`config.mk`:
```
export PLATFORM = sky130hd
export DESIGN_NAME = shared_bus_uart
export DESIGN_NICKNAME = d
export VERILOG_FILES = /design/src/rtl/sbu_pkg.sv /design/src/rtl/sbu_tx.sv /design/src/rtl/sbu_collide.sv /design/src/rtl/sbu_rx.sv /design/src/rtl/shared_bus_uart.sv
export SDC_FILE = /design/constraint.sdc
export NUM_CORES = 1
export LEC_CHECK = 0
export CORE_MARGIN = 10
export CORE_UTILIZATION = 54
export DETAILED_ROUTE_END_ITERATION = 12
export HOLD_SLACK_MARGIN = 0.02
export PLACE_DENSITY = 0.77
export SLEW_MARGIN = 5
export SYNTH_ARGS = -nofsm -noshare
export SYNTH_HDL_FRONTEND = slang
export SYNTH_SLANG_ARGS = --single-unit
```
`constraint.sdc`:
```
create_clock -name clk -period 2.3 [get_ports clk]
set_clock_uncertainty 0.1 [all_clocks]
set_input_delay 0.575 -clock clk [delete_from_list [all_inputs] [get_ports clk]]
set_output_delay 0.575 -clock clk [all_outputs]
set_load 0.05 [all_outputs]
```
`src/rtl/sbu_pkg.sv`:
```
package sbu_pkg;

    localparam int OVS = 16;
    localparam int CW  = $clog2(OVS);

    localparam logic [CW-1:0] SP_MID = CW'(OVS / 2);
    localparam logic [CW-1:0] SP_END = CW'(OVS - 1);
    localparam logic [CW-1:0] RX_MID = CW'(OVS / 2 - 1);

    typedef enum logic [2:0] {
        TX_IDLE, TX_WAIT, TX_START, TX_DATA, TX_STOP
    } tx_state_e;

    typedef enum logic [1:0] {
        RX_IDLE, RX_START, RX_DATA, RX_STOP
    } rx_state_e;

    typedef struct packed {
        logic overrun;
        logic framing;
    } rx_err_t;

    function automatic logic [CW-1:0] cmp_point(input logic late);
        return late ? SP_END : SP_MID;
    endfunction

endpackage

```
`src/rtl/sbu_tx.sv`:
```
module sbu_tx import sbu_pkg::*; #(
    parameter int DATA_BITS = 9
) (
    input  logic                 clk,
    input  logic                 rst,
    input  logic                 tick,
    input  logic                 start_sel,
    input  logic                 enable,
    input  logic                 wr,
    input  logic [DATA_BITS-1:0] wdata,
    input  logic                 line_fall,
    input  logic                 col_hit,
    output logic                 line_out,
    output logic                 checking,
    output logic [CW-1:0]        tick_cnt,
    output logic                 buf_empty,
    output logic                 reg_empty,
    output logic                 load_pulse
);
    localparam int IW = $clog2(DATA_BITS + 1);

    tx_state_e            st;
    logic [CW-1:0]        cnt;
    logic [IW-1:0]        idx;
    logic [DATA_BITS-1:0] hold_q;
    logic [DATA_BITS-1:0] shift_q;
    logic                 released;
    logic                 go;
    logic                 bit_end;
    logic                 drive;

    assign bit_end = tick && (cnt == SP_END);

    always_comb begin
        go = 1'b0;
        if (!buf_empty && enable) begin
            if (st == TX_IDLE && !start_sel) go = 1'b1;
            if (st == TX_WAIT && line_fall)  go = 1'b1;
        end
    end

    always_ff @(posedge clk) begin
        if (rst) begin
            st         <= TX_IDLE;
            cnt        <= '0;
            idx        <= '0;
            hold_q     <= '0;
            shift_q    <= '0;
            buf_empty  <= 1'b1;
            released   <= 1'b0;
            load_pulse <= 1'b0;
        end else begin
            load_pulse <= go;
            if (wr) begin
                hold_q    <= wdata;
                buf_empty <= 1'b0;
            end else if (go) begin
                buf_empty <= 1'b1;
            end
            if (tick) cnt <= cnt + 1'b1;
            if (col_hit) released <= 1'b1;
            case (st)
                TX_IDLE, TX_WAIT: begin
                    if (go) begin
                        st       <= TX_START;
                        shift_q  <= hold_q;
                        cnt      <= '0;
                        released <= 1'b0;
                    end else if (st == TX_IDLE && !buf_empty && enable && start_sel) begin
                        st <= TX_WAIT;
                    end else if (st == TX_WAIT && (!enable || !start_sel || buf_empty)) begin
                        st <= TX_IDLE;
                    end
                end
                TX_START: begin
                    if (bit_end) begin
                        st  <= TX_DATA;
                        idx <= '0;
                    end
                end
                TX_DATA: begin
                    if (bit_end) begin
                        shift_q <= shift_q >> 1;
                        if (idx == IW'(DATA_BITS - 1)) st <= TX_STOP;
                        else                           idx <= idx + 1'b1;
                    end
                end
                TX_STOP: begin
                    if (bit_end) begin
                        st       <= TX_IDLE;
                        released <= 1'b0;
                    end
                end
                default: st <= TX_IDLE;
            endcase
        end
    end

    always_comb begin
        case (st)
            TX_START: drive = 1'b0;
            TX_DATA:  drive = shift_q[0];
            default:  drive = 1'b1;
        endcase
    end

    assign line_out  = released ? 1'b1 : drive;
    assign checking  = (st == TX_START || st == TX_DATA || st == TX_STOP) && !released;
    assign tick_cnt  = cnt;
    assign reg_empty = (st == TX_IDLE) || (st == TX_WAIT);

endmodule

```
`src/rtl/sbu_collide.sv`:
```
module sbu_collide import sbu_pkg::*; (
    input  logic          clk,
    input  logic          rst,
    input  logic          tick,
    input  logic          enable,
    input  logic          late,
    input  logic          checking,
    input  logic [CW-1:0] tick_cnt,
    input  logic          driven,
    input  logic          sensed,
    input  logic          clear,
    output logic          hit,
    output logic          flag,
    output logic          irq
);
    assign hit = enable && checking && tick &&
                 (tick_cnt == cmp_point(late)) && (driven != sensed);

    always_ff @(posedge clk) begin
        if (rst) begin
            flag <= 1'b0;
            irq  <= 1'b0;
        end else begin
            irq <= hit;
            if (hit)        flag <= 1'b1;
            else if (clear) flag <= 1'b0;
        end
    end

endmodule

```
`src/rtl/sbu_rx.sv`:
```
module sbu_rx import sbu_pkg::*; #(
    parameter int DATA_BITS = 9
) (
    input  logic                 clk,
    input  logic                 rst,
    input  logic                 tick,
    input  logic                 enable,
    input  logic                 line_in,
    input  logic                 line_fall,
    input  logic                 rd,
    output logic [DATA_BITS-1:0] data,
    output logic                 done,
    output rx_err_t              err,
    output logic                 irq
);
    localparam int IW = $clog2(DATA_BITS + 1);

    rx_state_e            st;
    logic [CW-1:0]        cnt;
    logic [IW-1:0]        idx;
    logic [DATA_BITS-1:0] shift_q;
    logic                 samp;

    assign samp = tick && (cnt == RX_MID);

    always_ff @(posedge clk) begin
        if (rst) begin
            st      <= RX_IDLE;
            cnt     <= '0;
            idx     <= '0;
            shift_q <= '0;
            data    <= '0;
            done    <= 1'b0;
            err     <= '0;
            irq     <= 1'b0;
        end else begin
            irq <= 1'b0;
            if (rd) done <= 1'b0;
            if (tick) cnt <= cnt + 1'b1;
            if (!enable) begin
                st <= RX_IDLE;
            end else begin
                case (st)
                    RX_IDLE: begin
                        if (line_fall) begin
                            st  <= RX_START;
                            cnt <= '0;
                        end
                    end
                    RX_START: begin
                        if (samp) begin
                            if (line_in) st <= RX_IDLE;
                            else begin
                                st  <= RX_DATA;
                                idx <= '0;
                            end
                        end
                    end
                    RX_DATA: begin
                        if (samp) begin
                            shift_q <= {line_in, shift_q[DATA_BITS-1:1]};
                            if (idx == IW'(DATA_BITS - 1)) st <= RX_STOP;
                            else                           idx <= idx + 1'b1;
                        end
                    end
                    RX_STOP: begin
                        if (samp) begin
                            st          <= RX_IDLE;
                            data        <= shift_q;
                            done        <= 1'b1;
                            irq         <= 1'b1;
                            err.overrun <= done && !rd;
                            err.framing <= !line_in;
                        end
                    end
                    default: st <= RX_IDLE;
                endcase
            end
        end
    end

endmodule

```
`src/rtl/shared_bus_uart.sv`:
```
module shared_bus_uart import sbu_pkg::*; #(
    parameter int DATA_BITS   = 9,
    parameter int SYNC_STAGES = 2
) (
    input  logic                 clk,
    input  logic                 rst,
    input  logic                 baud_tick,
    input  logic                 txe_wr,
    input  logic                 txe_val,
    input  logic                 rx_en,
    input  logic                 inv_pol,
    input  logic                 col_det_en,
    input  logic                 samp_late,
    input  logic                 auto_clr,
    input  logic                 start_sel,
    input  logic                 tx_wr,
    input  logic [DATA_BITS-1:0] tx_data,
    input  logic                 rx_rd,
    input  logic                 col_clr,
    input  logic                 rxd,
    output logic                 txd,
    output logic                 tx_enable,
    output logic                 tx_buf_empty,
    output logic                 tx_reg_empty,
    output logic                 irq_tx,
    output logic [DATA_BITS-1:0] rx_data,
    output logic                 rx_done,
    output logic                 err_overrun,
    output logic                 err_frame,
    output logic                 err_sum,
    output logic                 irq_rx,
    output logic                 col_flag,
    output logic                 irq_col
);
    logic          line_s;
    logic          line_q;
    logic          line_fall;
    logic          line_drv;
    logic          checking;
    logic [CW-1:0] tick_cnt;
    logic          col_hit;
    rx_err_t       rx_err;

    generate
        if (SYNC_STAGES <= 1) begin : g_sync1
            logic s_q;
            always_ff @(posedge clk) begin
                if (rst) s_q <= 1'b1;
                else     s_q <= rxd ^ inv_pol;
            end
            assign line_s = s_q;
        end else begin : g_syncn
            logic [SYNC_STAGES-1:0] s_q;
            always_ff @(posedge clk) begin
                if (rst) s_q <= '1;
                else     s_q <= {s_q[SYNC_STAGES-2:0], rxd ^ inv_pol};
            end
            assign line_s = s_q[SYNC_STAGES-1];
        end
    endgenerate

    always_ff @(posedge clk) begin
        if (rst) line_q <= 1'b1;
        else     line_q <= line_s;
    end
    assign line_fall = line_q && !line_s;

    always_ff @(posedge clk) begin
        if (rst)                      tx_enable <= 1'b0;
        else if (col_hit && auto_clr) tx_enable <= 1'b0;
        else if (txe_wr)              tx_enable <= txe_val;
    end

    sbu_tx #(.DATA_BITS(DATA_BITS)) u_tx (
        .clk        (clk),
        .rst        (rst),
        .tick       (baud_tick),
        .start_sel  (start_sel),
        .enable     (tx_enable),
        .wr         (tx_wr),
        .wdata      (tx_data),
        .line_fall  (line_fall),
        .col_hit    (col_hit),
        .line_out   (line_drv),
        .checking   (checking),
        .tick_cnt   (tick_cnt),
        .buf_empty  (tx_buf_empty),
        .reg_empty  (tx_reg_empty),
        .load_pulse (irq_tx)
    );

    sbu_collide u_col (
        .clk      (clk),
        .rst      (rst),
        .tick     (baud_tick),
        .enable   (col_det_en),
        .late     (samp_late),
        .checking (checking),
        .tick_cnt (tick_cnt),
        .driven   (line_drv),
        .sensed   (line_s),
        .clear    (col_clr),
        .hit      (col_hit),
        .flag     (col_flag),
        .irq      (irq_col)
    );

    sbu_rx #(.DATA_BITS(DATA_BITS)) u_rx (
        .clk       (clk),
        .rst       (rst),
        .tick      (baud_tick),
        .enable    (rx_en),
        .line_in   (line_s),
        .line_fall (line_fall),
        .rd        (rx_rd),
        .data      (rx_data),
        .done      (rx_done),
        .err       (rx_err),
        .irq       (irq_rx)
    );

    assign txd         = line_drv ^ inv_pol;
    assign err_overrun = rx_err.overrun;
    assign err_frame   = rx_err.framing;
    assign err_sum     = rx_err.overrun | rx_err.framing;

endmodule

```
== Word level (Yosys, flattened, before mapping) ==
Index checks and enable logic that the tools add are counted.

* Logic and storage cells: 157
* ROM bits: 0
* Output and inout port bits: 21
* Latch bits: 0
* Memory bits (writable): 0
* Memories kept: 0
* Register bits: 70
* Input port bits: 24

* Equal/unequal tests: 27
* Shift-type cells: 0
* $lt $le $gt $ge: 0
* $add $sub $neg: 4
* Bitwise operators: 5
* $mul: 0
* Reduce and logical (&&, ||, !) cells: 46
* Div/mod/pow operators: 0
* Mux-type cells: 53

{| class="wikitable"
|+ Operators with widths
! cell !! count
|-
| 2-to-1 mux 4 bit || 14
|-
| 2-to-1 mux 3 bit || 8
|-
| 2-to-1 mux 9 bit || 2
|-
| != test 2 x 1 -> 1 bit (second input constant) || 9
|-
| one-hot mux 9 bit (2 select lines) || 1
|-
| logical AND 1 bit || 17
|-
| adder 4 x 1 -> 4 bit (second input constant) || 4
|-
| 2-to-1 mux 1 bit || 16
|-
| one-hot mux 4 bit (2 select lines) || 2
|-
| equality test 4 bit (second input constant) || 3
|-
| 2-to-1 mux 2 bit || 6
|-
| one-hot mux 3 bit (4 select lines) || 1
|-
| AND reduction 5 bit || 2
|-
| nonzero test 2 bit || 5
|-
| AND reduction 3 bit || 3
|-
| != test 2 bit (second input constant) || 4
|-
| one-hot mux 2 bit (4 select lines) || 1
|-
| equality test 3 x 2 -> 1 bit (second input constant) || 2
|-
| logical NOT 1 bit || 6
|-
| AND reduction 6 bit || 1
|-
| OR reduction 2 bit || 3
|-
| logical OR 1 bit || 5
|-
| equality test 2 bit (second input constant) || 2
|-
| equality test 4 x 3 -> 1 bit (second input constant) || 1
|-
| 14 further kinds || 17
|}

== Longest topological paths before layout ==
* Depth in word-level cells: 11
* Gate-level depth with buffers: 7

== By module ==
From an unflattened synthesis, not the netlist that was laid out.

* Cell total of the unflattened synthesis: 345
* Area total of the unflattened synthesis: 3144.3 sq um

{| class="wikitable"
|+ Modules (own cells, without submodules)
! module !! sequential area each (sq um) !! area each (sq um) !! cells each !! times used
|-
| sbu_tx || 640.6 || 1530.2 || 175 || 1
|-
| sbu_rx || 640.6 || 1362.6 || 146 || 1
|-
| shared_bus_uart || 80.1 || 151.4 || 13 || 1
|-
| sbu_collide || 40.0 || 100.1 || 11 || 1
|}

== Worst setup path before layout ==
Ideal clock, no wire load.

* Kind: reg-to-output
* Start point: register u_tx.st[2]
* End point: output txd
* Cell stages (with the launch flop): 4
* Path slack: 0.123 ns
* Arrival: 1.502 ns
* Required time: 1.625 ns
* Buffers on the path: 0
* Path through: dfxtp_1 -> nand2b_1 -> nor2_1 -> xnor2_1

* Cells in the longest elaborated chain, start to end: 4
* Elaborated cells on any way between the ends: 5

{| class="wikitable"
|+ Ends and longest elaborated chain
! element !! RTL line !! source
|-
| from (decl) || sbu_tx.sv:22 || <nowiki>tx_state_e st;</nowiki>
|-
| from (signal assigned) || sbu_tx.sv:44 || <nowiki>st <= TX_IDLE;</nowiki>
|-
| from (signal assigned) || sbu_tx.sv:65 || <nowiki>st <= TX_START;</nowiki>
|-
| from (signal assigned) || sbu_tx.sv:70 || <nowiki>st <= TX_WAIT;</nowiki>
|-
| equality test 3 x 2 -> 1 bit || sbu_tx.sv:100 || <nowiki>case (st)</nowiki>
|-
| one-hot mux 1 bit (2 select lines) (*) || sbu_tx.sv:100 ||
|-
| 2-to-1 mux 1 bit (*) || sbu_tx.sv:107 || <nowiki>assign line_out = released ? 1'b1 : drive;</nowiki>
|-
| bitwise XOR 1 bit (*) || shared_bus_uart.sv:122 || <nowiki>assign txd = line_drv ^ inv_pol;</nowiki>
|-
| to (decl) || shared_bus_uart.sv:21 || <nowiki>output logic txd,</nowiki>
|}

Mark *: on every way between the ends. The rest lies on a longest branch, timed or not.

== Final worst setup path ==
* Start point: register u_tx.buf_empty
* End point: output tx_buf_empty

{| class="wikitable"
|+ RTL lines
! element !! RTL line !! source
|-
| from (decl) || sbu_tx.sv:16 || <nowiki>output logic buf_empty,</nowiki>
|-
| from (signal assigned) || sbu_tx.sv:49 || <nowiki>buf_empty <= 1'b1;</nowiki>
|-
| from (signal assigned) || sbu_tx.sv:56 || <nowiki>buf_empty <= 1'b0;</nowiki>
|-
| from (signal assigned) || sbu_tx.sv:58 || <nowiki>buf_empty <= 1'b1;</nowiki>
|-
| to (decl) || shared_bus_uart.sv:23 || <nowiki>output logic tx_buf_empty,</nowiki>
|}

No word-level cell between the ends.

==> flow_metrics.env <==
export IMPL_run_status="finished, final reports clean"
export IMPL_area_growth_pct=24.4
export IMPL_ir_worst_vdd_v=0.000403
export IMPL_via_count=2524
export IMPL_boundaryPins=45
export IMPL_ant_nets=0
export IMPL_synth_edf_count=0
export IMPL_wl_per_cell_um=14.4
export IMPL_fin_cells=461
export IMPL_critical_path_required_ps=1620
export IMPL_clockBufferDepth=2
export IMPL_cellLeakagePower_nw=1.57
export IMPL_final_hold_viol_count=0
export IMPL_yosysUniqueCellTypes=47
export IMPL_cts_sinks=70
export IMPL_reg2reg_from="u_tx.idx[0]"
export IMPL_hold_start="g_syncn.s_q[0]"
export IMPL_cts_made_buffers=9
export IMPL_overflow=0
export IMPL_dp_hpwl_mm=4.55
export IMPL_critPathMaxFanout=5
export IMPL_ys_flop_type="dfxtp_1"
export IMPL_yosysWarnings=0
export IMPL_cpPeakStageDelay_ps=830
export IMPL_powerDensity_nw_per_um2=607
export IMPL_cts_max_level=3
export IMPL_start_util=0.558
export IMPL_grt_pass1_vias=2446
export IMPL_cts_hold_buf=0
export IMPL_root_buffer="clkbuf_8"
export IMPL_grt_max_degree=30
export IMPL_synthTopCellsByArea="dfxtp_1 46%, mux2i_1 9.8%, nor2_1 5.9%"
export IMPL_clk_pin_slew_ps=70
export IMPL_diodes=0
export IMPL_routed_via_density=5.48
export IMPL_worstSetupPathType="reg -> out"
export IMPL_async_flop_share=0
export IMPL_die_h_um=95.4
export IMPL_hold_class="reg -> reg"
export IMPL_startpoint_type="flip-flop"
export IMPL_clkLatencyLatePin_ps=340
export IMPL_nets=415
export IMPL_seq_area_frac_synth=0.456
export IMPL_yosys_area_top_type="dfxtp_1"
export IMPL_arrival_ps=1550
export IMPL_timing_critical_path_from="u_tx.buf_empty"
export IMPL_setup_viol=0
export IMPL_die_area_um2=9110
export IMPL_finalCriticalPeriod_ps=2220
export IMPL_synth_top_cell_area_share=0.456
export IMPL_syn_area_per_cell_um2=9.20
export IMPL_synthesis_area_um2=3070
export IMPL_ys_top_cells_by_count="70 x dfxtp_1, 48 x nor2_1, 30 x mux2i_1"
export IMPL_dp_cells=446
export IMPL_core_um2=5510
export IMPL_drv_cap=0
export IMPL_syn_num_nets=364
export IMPL_syn_inst=334
export IMPL_drive_gt1_frac=0.147
export IMPL_fmax_ghz=0.449
export IMPL_num_rows=27
export IMPL_crit_chain="clkdlybuf4s50_1"
export IMPL_yosys_register_bits=70
export IMPL_path_buf_inv=1
export IMPL_die_x_um=95.4
export IMPL_routed_wl_mm=6.62
export IMPL_end_kind="output pin"
export IMPL_cp_top_family="buffers and inverters"
export IMPL_slowest_stage="clkdlybuf4s50_1"
export IMPL_synth_most_common_cell="dfxtp_1"
export IMPL_route_detailed_drc=0
export IMPL_tns_ps=0
export IMPL_first_pass_iters=4
export IMPL_antenna_found_initial=0
export IMPL_tightest_slew_ps=578
export IMPL_fin_crit_sh=0.967
export IMPL_rsz0062_at_grt="false"
export IMPL_grt_usage=0.153
export IMPL_io_buffer_count=44
export IMPL_post_cts_buffers=0
export IMPL_cts_tree="built"
export IMPL_timing_slew_headroom=0.609
export IMPL_dr_first_iter_drc_count=89
export IMPL_routabilityCongestion=0.754
export IMPL_grt_pass1_wl_mm=11.3
export IMPL_maxSlewViolCount=0
==> repair_timing <==
action	in CTS	in global routing
endpoints found under the setup margin	2	1
resized for setup	2	3
pin swaps	0	0
==> final cells by class <==
| type | instances | area (um2) |
|---|---|---|
| inverter | 10 | 37.5 |
| timing repair buffer | 59 | 567 |
| fill | 458 | 1680 |
| sequential | 70 | 1410 |
| clock buffer | 11 | 151 |
| tap | 72 | 90.1 |
| clock inverter | 4 | 22.5 |
| multi-input combinational | 235 | 1550 |
==> metrics by stage <==
stage / hold WS (ps) / worst slack [ps] / util / total power [mW] / instance area [um2]
after global routing: 347 / 3.67 / 0.694 / 2.42 / 3820
after global placement: 306 / -124 / 0.662 / 1.46 / 3640
after floorplan: 289 / 123 / - / 1.39 / 3070
after CTS: 322 / 13.3 / 0.693 / 2.34 / 3820
after detailed placement: 301 / -150 / 0.662 / 1.47 / 3640
final: 317 / 75.1 / 0.694 / 2.32 / 3820
==> routing by layer <==
| metal | track usage | share of wire | up-vias |
|---|---|---|---|
| met1 | 0.190 | 0.47 | 1214 |
| met2 | 0.243 | 0.47 | 36 |
| met5 | 0 | 0 | - |
| met3 | 0.0432 | 0.047 | 7 |
| met4 | 0.0676 | 0.013 | 0 |
| li1 | - | - | 1267 |
==> logic make-up after synthesis <==
kind of cell    share of synthesized area
fa+ha+maj                          0.0244
simple gates                        0.222
flops                               0.456
xor+xnor                           0.0228
compound gates                      0.107
buf+inv                            0.0407
mux                                 0.127
==> path summary, 6_finish.rpt <==
| kind | endpoint | slack, ps | cells past startpoint |
|---|---|---|---|
| worst min register to register | g_syncn.s_q[1] | 320 | 1 |
| worst max-delay path | tx_buf_empty | 80 | 1 |
| worst min-delay path | g_syncn.s_q[1] | 320 | 1 |
| worst max register to register | u_tx.idx[1] | 220 | 7 |
==> registers in the layout, indices dropped and copies added (netlist names), 2 cells and up, named ones only <==
register       count
u_rx.shift_q       9
u_rx.cnt           4
u_rx.data          9
u_tx.tick_cnt      4
g_syncn.s_q        2
u_tx.st            3
u_tx.idx           4
u_rx.err           2
u_rx.idx           4
u_tx.shift_q       9
u_tx.hold_q        9
==> report_power, final <==
group          switching (mW)  leakage [nW]  internal [mW]
Combinational          0.0836         0.908         0.0948
Clock                   0.439        0.0910          0.439
Sequential             0.0239         0.569           1.24
Total                   0.547          1.57           1.77
==> layout by cell type (no fill, tap or decap), types with 7 or more instances in the layout <==
master | Yosys | routed
dfxtp_1 | 70 | 67
nor2_1 | 48 | 48
clkdlybuf4s50_1 | 0 | 40
mux2i_1 | 30 | 30
a21oi_1 | 28 | 28
nor3_1 | 18 | 18
buf_4 | 1 | 15
nand2_1 | 12 | 12
clkbuf_8 | 0 | 11
inv_1 | 10 | 10
o21ai_0 | 9 | 9
mux2_2 | 8 | 8
or3_1 | 7 | 7
nand3_1 | 7 | 7
No activity file was read; power rests on OpenSTA's default activity.
